`src/rtl/iqw_pkg.sv`:
```
`timescale 1ns/1ps
package iqw_pkg;
  localparam int HDR_BYTES = 8;
  localparam int OFF_W     = 3;
  localparam logic [7:0] STATUS_OK = 8'h00;
  localparam logic [7:0] NO_SAP    = 8'hFF;

  typedef enum logic [1:0] {ST_IDLE, ST_RECV, ST_FINISH, ST_DROP} iqw_state_e;

  typedef struct packed {
    logic [7:0] rsp;
    logic [7:0] len;
    logic [7:0] src;
    logic [7:0] dst;
    logic [7:0] ctrl;
    logic [7:0] rsap;
    logic [7:0] lsap;
  } iqw_hdr_t;
endpackage

```
`src/rtl/iqw_space.sv`:
```
`timescale 1ns/1ps
module iqw_space #(
  parameter int SEG_W = 8
) (
  input  logic [SEG_W-1:0] begin_seg_i,
  input  logic [SEG_W-1:0] end_seg_i,
  input  logic [SEG_W-1:0] rd_seg_i,
  input  logic [SEG_W-1:0] pre_off_i,
  input  logic [7:0]       len_i,
  output logic [SEG_W-1:0] size_o,
  output logic [SEG_W:0]   free_o,
  output logic [SEG_W:0]   need_o,
  output logic             full_o
);
  localparam logic [SEG_W:0] ONE = {{SEG_W{1'b0}}, 1'b1};

  logic [SEG_W-1:0] rd_off;
  logic [SEG_W:0]   used;
  logic [SEG_W:0]   pay_segs;

  assign size_o = end_seg_i - begin_seg_i;
  assign rd_off = rd_seg_i - begin_seg_i;

  always_comb begin
    if (pre_off_i >= rd_off) used = {1'b0, pre_off_i - rd_off};
    else                     used = {1'b0, pre_off_i} + {1'b0, size_o} - {1'b0, rd_off};
  end

  // one segment always stays empty
  assign free_o = {1'b0, size_o} - used - ONE;

  assign pay_segs = (SEG_W+1)'(len_i[7:3]) + ((|len_i[2:0]) ? ONE : '0);
  assign need_o   = ONE + pay_segs;
  assign full_o   = (free_o == '0);
endmodule

```
`src/rtl/iqw_wrap.sv`:
```
`timescale 1ns/1ps
module iqw_wrap #(
  parameter int SEG_W = 8
) (
  input  logic [SEG_W-1:0] size_i,
  input  logic [SEG_W-1:0] base_off_i,
  input  logic [SEG_W:0]   delta_i,
  output logic [SEG_W-1:0] off_o
);
  logic [SEG_W:0] sum;
  logic           over;

  assign sum   = {1'b0, base_off_i} + delta_i;
  assign over  = (sum >= {1'b0, size_i});
  assign off_o = over ? (sum[SEG_W-1:0] - size_i) : sum[SEG_W-1:0];
endmodule

```
`src/rtl/iqw_hdr.sv`:
```
`timescale 1ns/1ps
module iqw_hdr
  import iqw_pkg::*;
(
  input  logic [OFF_W-1:0] idx_i,
  input  iqw_hdr_t         hdr_i,
  output logic [7:0]       byte_o
);
  // byte order is decoded by the consumer of the queue
  always_comb begin
    unique case (idx_i)
      3'd0:    byte_o = hdr_i.rsp;
      3'd1:    byte_o = STATUS_OK;
      3'd2:    byte_o = hdr_i.len;
      3'd3:    byte_o = hdr_i.src;
      3'd4:    byte_o = hdr_i.dst;
      3'd5:    byte_o = hdr_i.ctrl;
      3'd6:    byte_o = hdr_i.rsap;
      default: byte_o = hdr_i.lsap;
    endcase
  end
endmodule

```
`src/rtl/ind_queue_writer.sv`:
```
`timescale 1ns/1ps
module ind_queue_writer
  import iqw_pkg::*;
#(
  parameter int SEG_W = 8
) (
  input  logic             clk_i,
  input  logic             rst_ni,
  input  logic [SEG_W-1:0] begin_seg_i,
  input  logic [SEG_W-1:0] end_seg_i,
  input  logic [SEG_W-1:0] rd_seg_i,
  input  logic             frm_start_i,
  input  logic [7:0]       rsp_ptr_i,
  input  logic [7:0]       len_i,
  input  logic [7:0]       src_i,
  input  logic [7:0]       dst_i,
  input  logic [7:0]       ctrl_i,
  input  logic             sap_ext_i,
  input  logic [7:0]       rsap_i,
  input  logic [7:0]       lsap_i,
  input  logic             byte_valid_i,
  input  logic [7:0]       byte_i,
  input  logic             frm_end_i,
  input  logic             frm_err_i,
  input  logic             indicate_i,
  output logic             ram_we_o,
  output logic [SEG_W+2:0] ram_addr_o,
  output logic [7:0]       ram_data_o,
  output logic [SEG_W-1:0] wp_pre_o,
  output logic [SEG_W-1:0] wp_o,
  output logic             pre_irq_o,
  output logic             ind_irq_o,
  output logic             refuse_o,
  output logic             full_o
);
  localparam int SW1 = SEG_W + 1;
  localparam logic [SEG_W:0] ONE = {{SEG_W{1'b0}}, 1'b1};

  iqw_state_e       state_q;
  iqw_hdr_t         hdr_q, hdr_in;
  logic [SEG_W-1:0] start_off_q, pre_off_q, wp_off_q;
  logic [SEG_W:0]   need_q;
  logic [3:0]       hdr_idx_q;
  logic [7:0]       pidx_q;
  logic             pre_irq_q, ind_irq_q, refuse_q;

  logic [SEG_W-1:0] size;
  logic [SEG_W:0]   free, need;
  logic             pay_wr, hdr_wr, hdr_done, commit, skip;
  logic [SEG_W:0]   wr_delta;
  logic [SEG_W-1:0] wr_off, commit_off;
  logic [2:0]       byte_off;
  logic [7:0]       hdr_byte;

  iqw_space #(.SEG_W(SEG_W)) u_space (
    .begin_seg_i (begin_seg_i),
    .end_seg_i   (end_seg_i),
    .rd_seg_i    (rd_seg_i),
    .pre_off_i   (pre_off_q),
    .len_i       (len_i),
    .size_o      (size),
    .free_o      (free),
    .need_o      (need),
    .full_o      (full_o)
  );

  iqw_wrap #(.SEG_W(SEG_W)) u_wr_wrap (
    .size_i     (size),
    .base_off_i (start_off_q),
    .delta_i    (wr_delta),
    .off_o      (wr_off)
  );

  iqw_wrap #(.SEG_W(SEG_W)) u_commit_wrap (
    .size_i     (size),
    .base_off_i (start_off_q),
    .delta_i    (need_q),
    .off_o      (commit_off)
  );

  iqw_hdr u_hdr (
    .idx_i  (hdr_idx_q[2:0]),
    .hdr_i  (hdr_q),
    .byte_o (hdr_byte)
  );

  always_comb begin
    hdr_in.rsp  = rsp_ptr_i;
    hdr_in.len  = len_i;
    hdr_in.src  = src_i;
    hdr_in.dst  = dst_i;
    hdr_in.ctrl = ctrl_i;
    hdr_in.rsap = sap_ext_i ? rsap_i : NO_SAP;
    hdr_in.lsap = sap_ext_i ? lsap_i : NO_SAP;
  end

  assign skip     = (len_i == 8'd0) && (rsp_ptr_i == 8'd0);
  assign hdr_done = hdr_idx_q[3];

  // payload byte owns the RAM port in its cycle; header fills the gaps
  assign pay_wr = (state_q == ST_RECV) && byte_valid_i && (pidx_q < hdr_q.len);
  assign hdr_wr = ((state_q == ST_RECV) || (state_q == ST_FINISH)) && !pay_wr && !hdr_done;

  always_comb begin
    if (pay_wr) begin
      wr_delta   = ONE + SW1'(pidx_q[7:3]);
      byte_off   = pidx_q[2:0];
      ram_data_o = byte_i;
    end else begin
      wr_delta   = '0;
      byte_off   = hdr_idx_q[2:0];
      ram_data_o = hdr_byte;
    end
  end

  assign ram_we_o   = pay_wr || hdr_wr;
  assign ram_addr_o = {begin_seg_i + wr_off, byte_off};

  assign commit = hdr_done &&
                  (((state_q == ST_RECV) && frm_end_i && !frm_err_i) ||
                   (state_q == ST_FINISH));

  always_ff @(posedge clk_i or negedge rst_ni) begin
    if (!rst_ni) begin
      state_q     <= ST_IDLE;
      hdr_q       <= '0;
      start_off_q <= '0;
      pre_off_q   <= '0;
      wp_off_q    <= '0;
      need_q      <= '0;
      hdr_idx_q   <= '0;
      pidx_q      <= '0;
      pre_irq_q   <= 1'b0;
      ind_irq_q   <= 1'b0;
      refuse_q    <= 1'b0;
    end else begin
      pre_irq_q <= 1'b0;
      ind_irq_q <= 1'b0;
      refuse_q  <= 1'b0;

      if (pay_wr) pidx_q    <= pidx_q + 8'd1;
      if (hdr_wr) hdr_idx_q <= hdr_idx_q + 4'd1;

      unique case (state_q)
        ST_IDLE: begin
          if (frm_start_i) begin
            hdr_q       <= hdr_in;
            start_off_q <= pre_off_q;
            need_q      <= need;
            hdr_idx_q   <= '0;
            pidx_q      <= '0;
            if (skip)               state_q  <= ST_DROP;
            else if (need <= free)  state_q  <= ST_RECV;
            else                    refuse_q <= 1'b1;
          end
        end
        ST_RECV: begin
          if (frm_end_i) begin
            if (frm_err_i)     state_q <= ST_IDLE;
            else if (hdr_done) state_q <= ST_IDLE;
            else               state_q <= ST_FINISH;
          end
        end
        ST_FINISH: begin
          if (hdr_done) state_q <= ST_IDLE;
        end
        default: begin
          if (frm_end_i) state_q <= ST_IDLE;
        end
      endcase

      if (commit) begin
        pre_off_q <= commit_off;
        pre_irq_q <= 1'b1;
      end

      if (indicate_i && (wp_off_q != pre_off_q)) begin
        wp_off_q  <= pre_off_q;
        ind_irq_q <= 1'b1;
      end
    end
  end

  assign wp_pre_o  = begin_seg_i + pre_off_q;
  assign wp_o      = begin_seg_i + wp_off_q;
  assign pre_irq_o = pre_irq_q;
  assign ind_irq_o = ind_irq_q;
  assign refuse_o  = refuse_q;
endmodule

```
`config.mk`:
```
export PLATFORM = sky130hd
export DESIGN_NAME = ind_queue_writer
export DESIGN_NICKNAME = d
export VERILOG_FILES = /design/src/rtl/iqw_pkg.sv /design/src/rtl/iqw_space.sv /design/src/rtl/iqw_wrap.sv /design/src/rtl/iqw_hdr.sv /design/src/rtl/ind_queue_writer.sv
export SDC_FILE = /design/constraint.sdc
export NUM_CORES = 1
export LEC_CHECK = 0
export ABC_AREA = 1
export BUFFER_PORTS_ARGS = -buffer_cell sky130_fd_sc_hd__buf_2
export CORE_MARGIN = 2
export CORE_UTILIZATION = 30
export DETAILED_ROUTE_END_ITERATION = 10
export HOLD_SLACK_MARGIN = 0.15
export MAX_ROUTING_LAYER = met4
export PLACE_DENSITY = 0.45
export SYNTH_ARGS = -nofsm -noshare
export SYNTH_HDL_FRONTEND = slang
export SYNTH_SLANG_ARGS = --single-unit
```
`constraint.sdc`:
```
create_clock -name clk_i -period 5.4 [get_ports clk_i]
set_input_delay 0 -clock clk_i [delete_from_list [all_inputs] [get_ports clk_i]]
set_output_delay 0 -clock clk_i [all_outputs]
set_load 0.02 [all_outputs]
```
==> impl_results.md, run 1 <==
- Status: finished, violations left
- Failing checks: negative setup slack
- Via-to-Cell Ratio: 4.64
- Pin count of the biggest net entering global routing: 75
- Detail Route Antenna Nets: 0
- Worst hold endpoint: hdr_q[4]
- FF+latch count, synth: 103
- Post-route setup slack: -0.00147 ns
- Worst-Skew Late Latency: 0.36 ns
- GR Util All Layers: 17.9%
- R2R cell count: 29
- Family with the most delay on the worst path: adder cells
- Crit path kind: flip-flop to primary output
- Yosys warning count: 0
- Initial antenna violation count: 0
- Sequential element share of the synthesized area: 26.9%
- Buffers added on ports: 135
- FF-to-FF setup slack: 0.82 ns
- Vias in the first global route: 8733
- WL per Instance: 14.8 um
- Drt first pass iters: 5
- Worst setup SP type: flip-flop
- WP data required: 5.40 ns
- Starting DRC count in detailed routing: 410
- Hold path start: sap_ext_i
- Crit end category: primary output
- First-pass GRT wire length: 45700 um
- Clock Sink Count: 103
- Critical Path AT: 5.40 ns
- Dpl cells: 1852
- Die area: 33300 sq um
- Util after Layout: 38.1%
- Final period util: 100%
- Worst-margin pin slew: 0.857 ns
- Synth Instances: 1321
- Post-Route WL: 28900 um
- Row cnt: 65
- Critical R2R Launch: pre_off_q[0]
- Reg clk slew, reported paths: 0.08 ns
- RR Endpoint: state_q[0]
- Worst-path maximum fanout: 7
- Root Buffer: clkbuf_16
- Setup crit start: hdr_q[46]
- Final count of pins violating max slew: 0
- Number of diodes: 0
- NumNets Final: 1770
- Syn Area/Cell: 7.24 sq um
- CP most frequent cell: nand2_1
- RSZ-0062 raised after global routing: yes
- Starting Density: 30.4%
- Core box area: 31500 sq um
- # IOs: 136
- CP max stage delay: 0.38 ns
- Syn nets: 1549
- CP bufs+invs: 4
- Asr flop ratio synth: 100%
- Post-Syn Area: 9570 sq um
- Num CTS Buffers: 9
- Max_slew headroom: 42.8%
- EDFF count, synth: 0
- Max stage delay cell, worst path: dfrtp_1
- Layout cell share with drive strength beyond 1: 16.3%
- Die Height: 183 um
- # setup viols final: 1
- Longest Clk Path Bufs: 2
- Yosys cell types: 48
- Fmax: 185 MHz
- Die width: 183 um
- Fin. Hold Viols: 0
- DP Wirelength: 23200 um
- HP Class: primary input to flip-flop
- Maxcap violations: 0
- Grt total ovfl: 0
- Hold Path Depth: 4
- Final worst path period need: 5.40 ns
- TritonCTS clock tree: done
- Synth Flop Type: dfrtp_1
- Synthesis-to-layout area growth: 25.5%
- Gpl congestion: 0.854
- Final Non-Filler Cells: 1949
- Residual DRC count: 0
- Final TNS setup: -0.00147 ns
- Setup Skew: 0.0125 ns
- Via count: 9039
- H-tree depth: 3
==> layer usage <==
metal  global-route usage [%]  up-vias  part of all wire, %
met1                     24.2     4206                   49
met3                     1.48       19                  2.0
met2                     29.5       97                   48
li1                         -     4717                    -
met4                     3.42        0                  1.1
met5                        -        -                    0
==> state kept, by name, indices dropped and copies added, names as in the netlist <==
| register | count |
|---|---|
| hdr_idx_q | 4 |
| wp_off_q | 8 |
| pidx_q | 8 |
| refuse_o | 1 |
| start_off_q | 8 |
| need_q | 6 |
| pre_irq_o | 1 |
| state_q | 2 |
| pre_off_q | 8 |
| hdr_q | 56 |
| ind_irq_o | 1 |
==> cell usage in the layout (no fill, tap or decap), types with 3 or more instances in the layout <==
cell type	n
o21bai_1	3
o2111ai_1	7
buf_2	130
ha_1	107
buf_4	45
inv_1	205
dlygate4sd3_1	62
a311oi_1	5
xnor2_1	27
or2_1	4
a21oi_1	57
ha_4	4
fa_1	17
xor2_1	48
nand4_1	24
o21ai_1	20
nand2_2	12
nand2_1	356
nor3_1	4
nand3_1	54
dfrtp_1	103
o21ai_2	5
nand3b_1	7
o21ai_0	108
inv_6	3
a21oi_2	5
nor2_1	52
a31oi_1	6
clkbuf_16	9
nor2_2	3
clkinv_8	3
nand3_2	5
o22ai_1	3
inv_2	8
==> tightest hold or removal path: cells and delay by family <==
family,cells,cell delay [ns]
buffers and inverters,2,0.23
AOI/OAI and AO/OA,2,0.27
==> how the worst max path moves through the flow <==
stage / to / slack (ns) / depth (start not counted)
after detailed placement: ram_addr_o[9] / 0.15 / 32
final: ram_addr_o[9] / -0.001 / 33
after floorplan: ram_addr_o[9] / 0.29 / 33
after global routing: ram_addr_o[9] / -0.43 / 33
after CTS: ram_addr_o[10] / 0.01 / 35
after global placement: state_q[0] / 0.17 / 34
==> cell families (layout without fill, tap and decap cells) <==
| group | Yosys count | after routing | share of synthesized area [%] |
|---|---|---|---|
| fa+ha+maj | 132 | 132 | 18.7 |
| simple gates | 536 | 536 | 24.2 |
| buf+inv | 242 | 468 | 9.70 |
| compound gates | 233 | 233 | 13.5 |
| flops | 103 | 103 | 26.9 |
| xor+xnor | 75 | 75 | 6.86 |
==> final cells by class <==
cell class	count	area, sq um
fillers	3376	19500
multi-input cells	976	6180
flip-flops and latches	103	2580
repair buffers	238	1620
inverters	214	806
well taps	402	503
clock buffers	9	225
clock inverters	7	91.3
==> Yosys cell counts (2+ instances only) <==
| cell type | n | area share (%) |
|---|---|---|
| nand2_1 | 358 | 14 |
| inv_1 | 209 | 8.2 |
| ha_1 | 113 | 15 |
| o21ai_0 | 111 | 5.8 |
| dfrtp_1 | 103 | 27 |
| a21oi_1 | 60 | 3.1 |
| nand3_1 | 55 | 2.9 |
| nor2_1 | 55 | 2.2 |
| xor2_1 | 48 | 4.4 |
| xnor2_1 | 27 | 2.5 |
| nand4_1 | 24 | 1.6 |
| clkbuf_1 | 20 | 0.78 |
| fa_1 | 19 | 4.0 |
| o21ai_1 | 18 | 0.94 |
| nand2_2 | 11 | 0.72 |
| a31oi_1 | 7 | 0.46 |
| nand3b_1 | 7 | 0.55 |
| o2111ai_1 | 7 | 0.64 |
| nor3_1 | 6 | 0.31 |
| a311oi_1 | 5 | 0.46 |
| inv_2 | 5 | 0.20 |
| buf_2 | 4 | 0.21 |
| buf_4 | 4 | 0.31 |
| nand3_2 | 4 | 0.42 |
| o21ai_2 | 4 | 0.37 |
| or2_1 | 4 | 0.26 |
| o21bai_1 | 3 | 0.24 |
| o22ai_1 | 3 | 0.20 |
| a211oi_1 | 2 | 0.16 |
| a21oi_2 | 2 | 0.18 |
| a221oi_1 | 2 | 0.18 |
| nor4_1 | 2 | 0.13 |
| o211ai_1 | 2 | 0.16 |
| o31ai_1 | 2 | 0.16 |
| or2_2 | 2 | 0.13 |
==> per-stage QoR <==
| stage | worst slack [ns] | hold slack [ns] | area, sq um |
|---|---|---|---|
| final | -0.00147 | 0.189 | 12000 |
| after global routing | -0.433 | 0.256 | 12000 |
| after CTS | 0.0128 | 0.170 | 11800 |
| after detailed placement | 0.155 | 0.0772 | 10800 |
| after global placement | 0.166 | 0.0787 | 10800 |
| after floorplan | 0.294 | -0.296 | 9570 |
==> what timing repair did <==
item | CTS | global route
resized for setup | 11 | 24
setup buffers | 10 | 9
hold buffers | 62 | 0
setup endpoints to repair | 3 | 7
gates cloned | 0 | 0
endpoints found under the hold margin | 122 | 0
pin swaps | 6 | 23
Power of run 1 is left out: the tool's default activity adds up to more than one toggle a clock period on the data nets, which glitch-free logic cannot reach.
==> run 2, diff against run 1 <==
--- a/config.mk
+++ b/config.mk
@@ -13,6 +13,7 @@
 export HOLD_SLACK_MARGIN = 0.15
 export MAX_ROUTING_LAYER = met4
 export PLACE_DENSITY = 0.45
+export REMOVE_ABC_BUFFERS = 1
 export SYNTH_ARGS = -nofsm -noshare
 export SYNTH_HDL_FRONTEND = slang
 export SYNTH_SLANG_ARGS = --single-unit
==> impl_results.md, run 2 (synthesized netlist as in run 1, its figures left out) <==
- WL per Instance: 14.9 um (+0.55%)
- HP Class: primary input to async pin
- Gpl congestion: 0.843 (-1.2%)
- Worst-Skew Late Latency: 0.36 ns (about the same)
- Max_slew headroom: 44.4% (+1.6 points)
- H-tree depth: 3 (unchanged)
- Detail Route Antenna Nets: 0 (unchanged)
- Worst-margin pin slew: 0.834 ns (-0.0226 ns)
- Row cnt: 65 (unchanged)
- Layout cell share with drive strength beyond 1: 19.0% (+2.7 points)
- CP max stage delay: 0.44 ns (+0.06 ns)
- Fmax: 184 MHz (-0.42%)
- WP data required: 5.40 ns (about the same)
- NumNets Final: 1802 (+1.8%)
- Status: finished, violations left
- Crit path kind: flip-flop to primary output
- RSZ-0062 raised after global routing: yes
- Post-route setup slack: -0.0245 ns (-0.0230 ns)
- Fin. Hold Viols: 0 (unchanged)
- CP most frequent cell: a21oi_2
- Synthesis-to-layout area growth: 28.4%
- R2R cell count: 34 (+17%)
- Maxcap violations: 0 (unchanged)
- Die width: 183 um (unchanged)
- Failing checks: negative setup slack
- Final count of pins violating max slew: 0 (unchanged)
- First-pass GRT wire length: 47300 um (+3.5%)
- Final Non-Filler Cells: 1982 (+1.7%)
- Most common cell after layout, fill and taps aside: nand2_1
- Max FFs per register: 56 (unchanged)
- # IOs: 136 (unchanged)
- Max stage delay cell, worst path: dfrtp_1
- Via count: 9255 (+2.4%)
- Root Buffer: clkbuf_16
- GR Util All Layers: 18.6% (+0.68 points)
- Dpl cells: 1846 (-0.32%)
- DP Wirelength: 22500 um (-3.2%)
- Placement Setup Slack: -0.0792 ns (-0.234 ns)
- Initial antenna violation count: 1 (+1)
- Via-to-Cell Ratio: 4.67 (+0.68%)
- Pin count of the biggest net entering global routing: 75 (unchanged)
- Core box area: 31500 sq um (unchanged)
- Placed Instance Area: 10700 sq um (-0.42%)
- Die area: 33300 sq um (unchanged)
- Longest Clk Path Bufs: 2 (unchanged)
- Die Height: 183 um (unchanged)
- TritonCTS clock tree: done
- Reg clk slew, reported paths: 0.09 ns (about the same)
- Design Area, Final: 12300 sq um (+2.3%)
- Vias in the first global route: 9068 (+3.8%)
- # setup viols final: 1 (unchanged)
- Worst-path maximum fanout: 6 (-1)
- Crit end category: primary output
- Final period util: 100% (+0.43 points)
- Post-Route WL: 29500 um (+2.2%)
- Buffers added on ports: 135 (unchanged)
- Most frequent cells in the layout: 353 x nand2_1, 201 x inv_1, 128 x buf_2, 107 x ha_1, 104 x o21ai_0
- Starting Density: 30.4% (unchanged)
- Critical Path AT: 5.42 ns (+0.02 ns)
- Drt first pass iters: 5 (unchanged)
- Starting DRC count in detailed routing: 450 (+9.8%)
- Most flop-heavy register: hdr_q
- Grt total ovfl: 0 (unchanged)
- Residual DRC count: 0 (unchanged)
- Worst setup SP type: flip-flop
- Setup Skew: 0.0167 ns (+0.00418 ns)
- Clock Sink Count: 103 (unchanged)
- Final worst path period need: 5.42 ns (+0.0230 ns)
- Num CTS Buffers: 9 (unchanged)
-- run 2: metal layers --
metal,part of all wire [%],routed length (um),GRT usage [%]
met5,0,0,-
met4,1.6,468,4.32
met3,2.3,667,1.40
met2,48,14100,30.3
met1,49,14300,25.1
-- run 2: final cells by class --
class	count	area, sq um
sequential	103	2580
multi-input combinational	976	6230
tap	402	503
clock buffer	9	225
fill	3282	19200
inverter	214	810
timing repair buffer	270	1870
antenna	1	2.50
clock inverter	7	63.8
-- run 2: final timing paths --
kind,from,to,slack [ns]
max,pidx_q[4],ram_addr_o[9],-0.02
min,rst_ni,hdr_q[28],0.17
max reg2reg,pidx_q[4],hdr_idx_q[2],0.51
min reg2reg,hdr_q[32],hdr_q[32],0.49
max in group asynchronous,rst_ni,pre_off_q[6],3.90
min in group clk_i,sap_ext_i,hdr_q[10],0.27
-- run 2: per-stage QoR --
step	utilization (%)	hold slack [ns]	setup TNS, ns
floorplan	-	-0.296	0
global placement	34.1	0.0504	-0.207
detailed placement	34.1	0.0519	-0.172
CTS	38.1	0.191	0
global route	39.0	0.227	-1.18
finish	39.0	0.173	-0.0245
-- run 2: worst max-delay path, delay by kind of cell, from the launching register on --
| family | cells | cell delay (ns) |
|---|---|---|
| buf+inv | 7 | 0.67 |
| xor+xnor | 2 | 0.29 |
| fa+ha+maj | 5 | 1.39 |
| flops | 1 | 0.44 |
| simple gates | 11 | 1.07 |
| compound gates | 8 | 1.17 |
-- run 2: timing repair --
item / in CTS / in global routing
pin swaps: 9 / 36
hold buffers: 62 / 0
setup buffers: 39 / 21
gates resized for setup: 13 / 49
endpoints found under the hold margin: 117 / 0
setup endpoints to repair: 3 / 22
Power of run 2 is left out for the same reason.
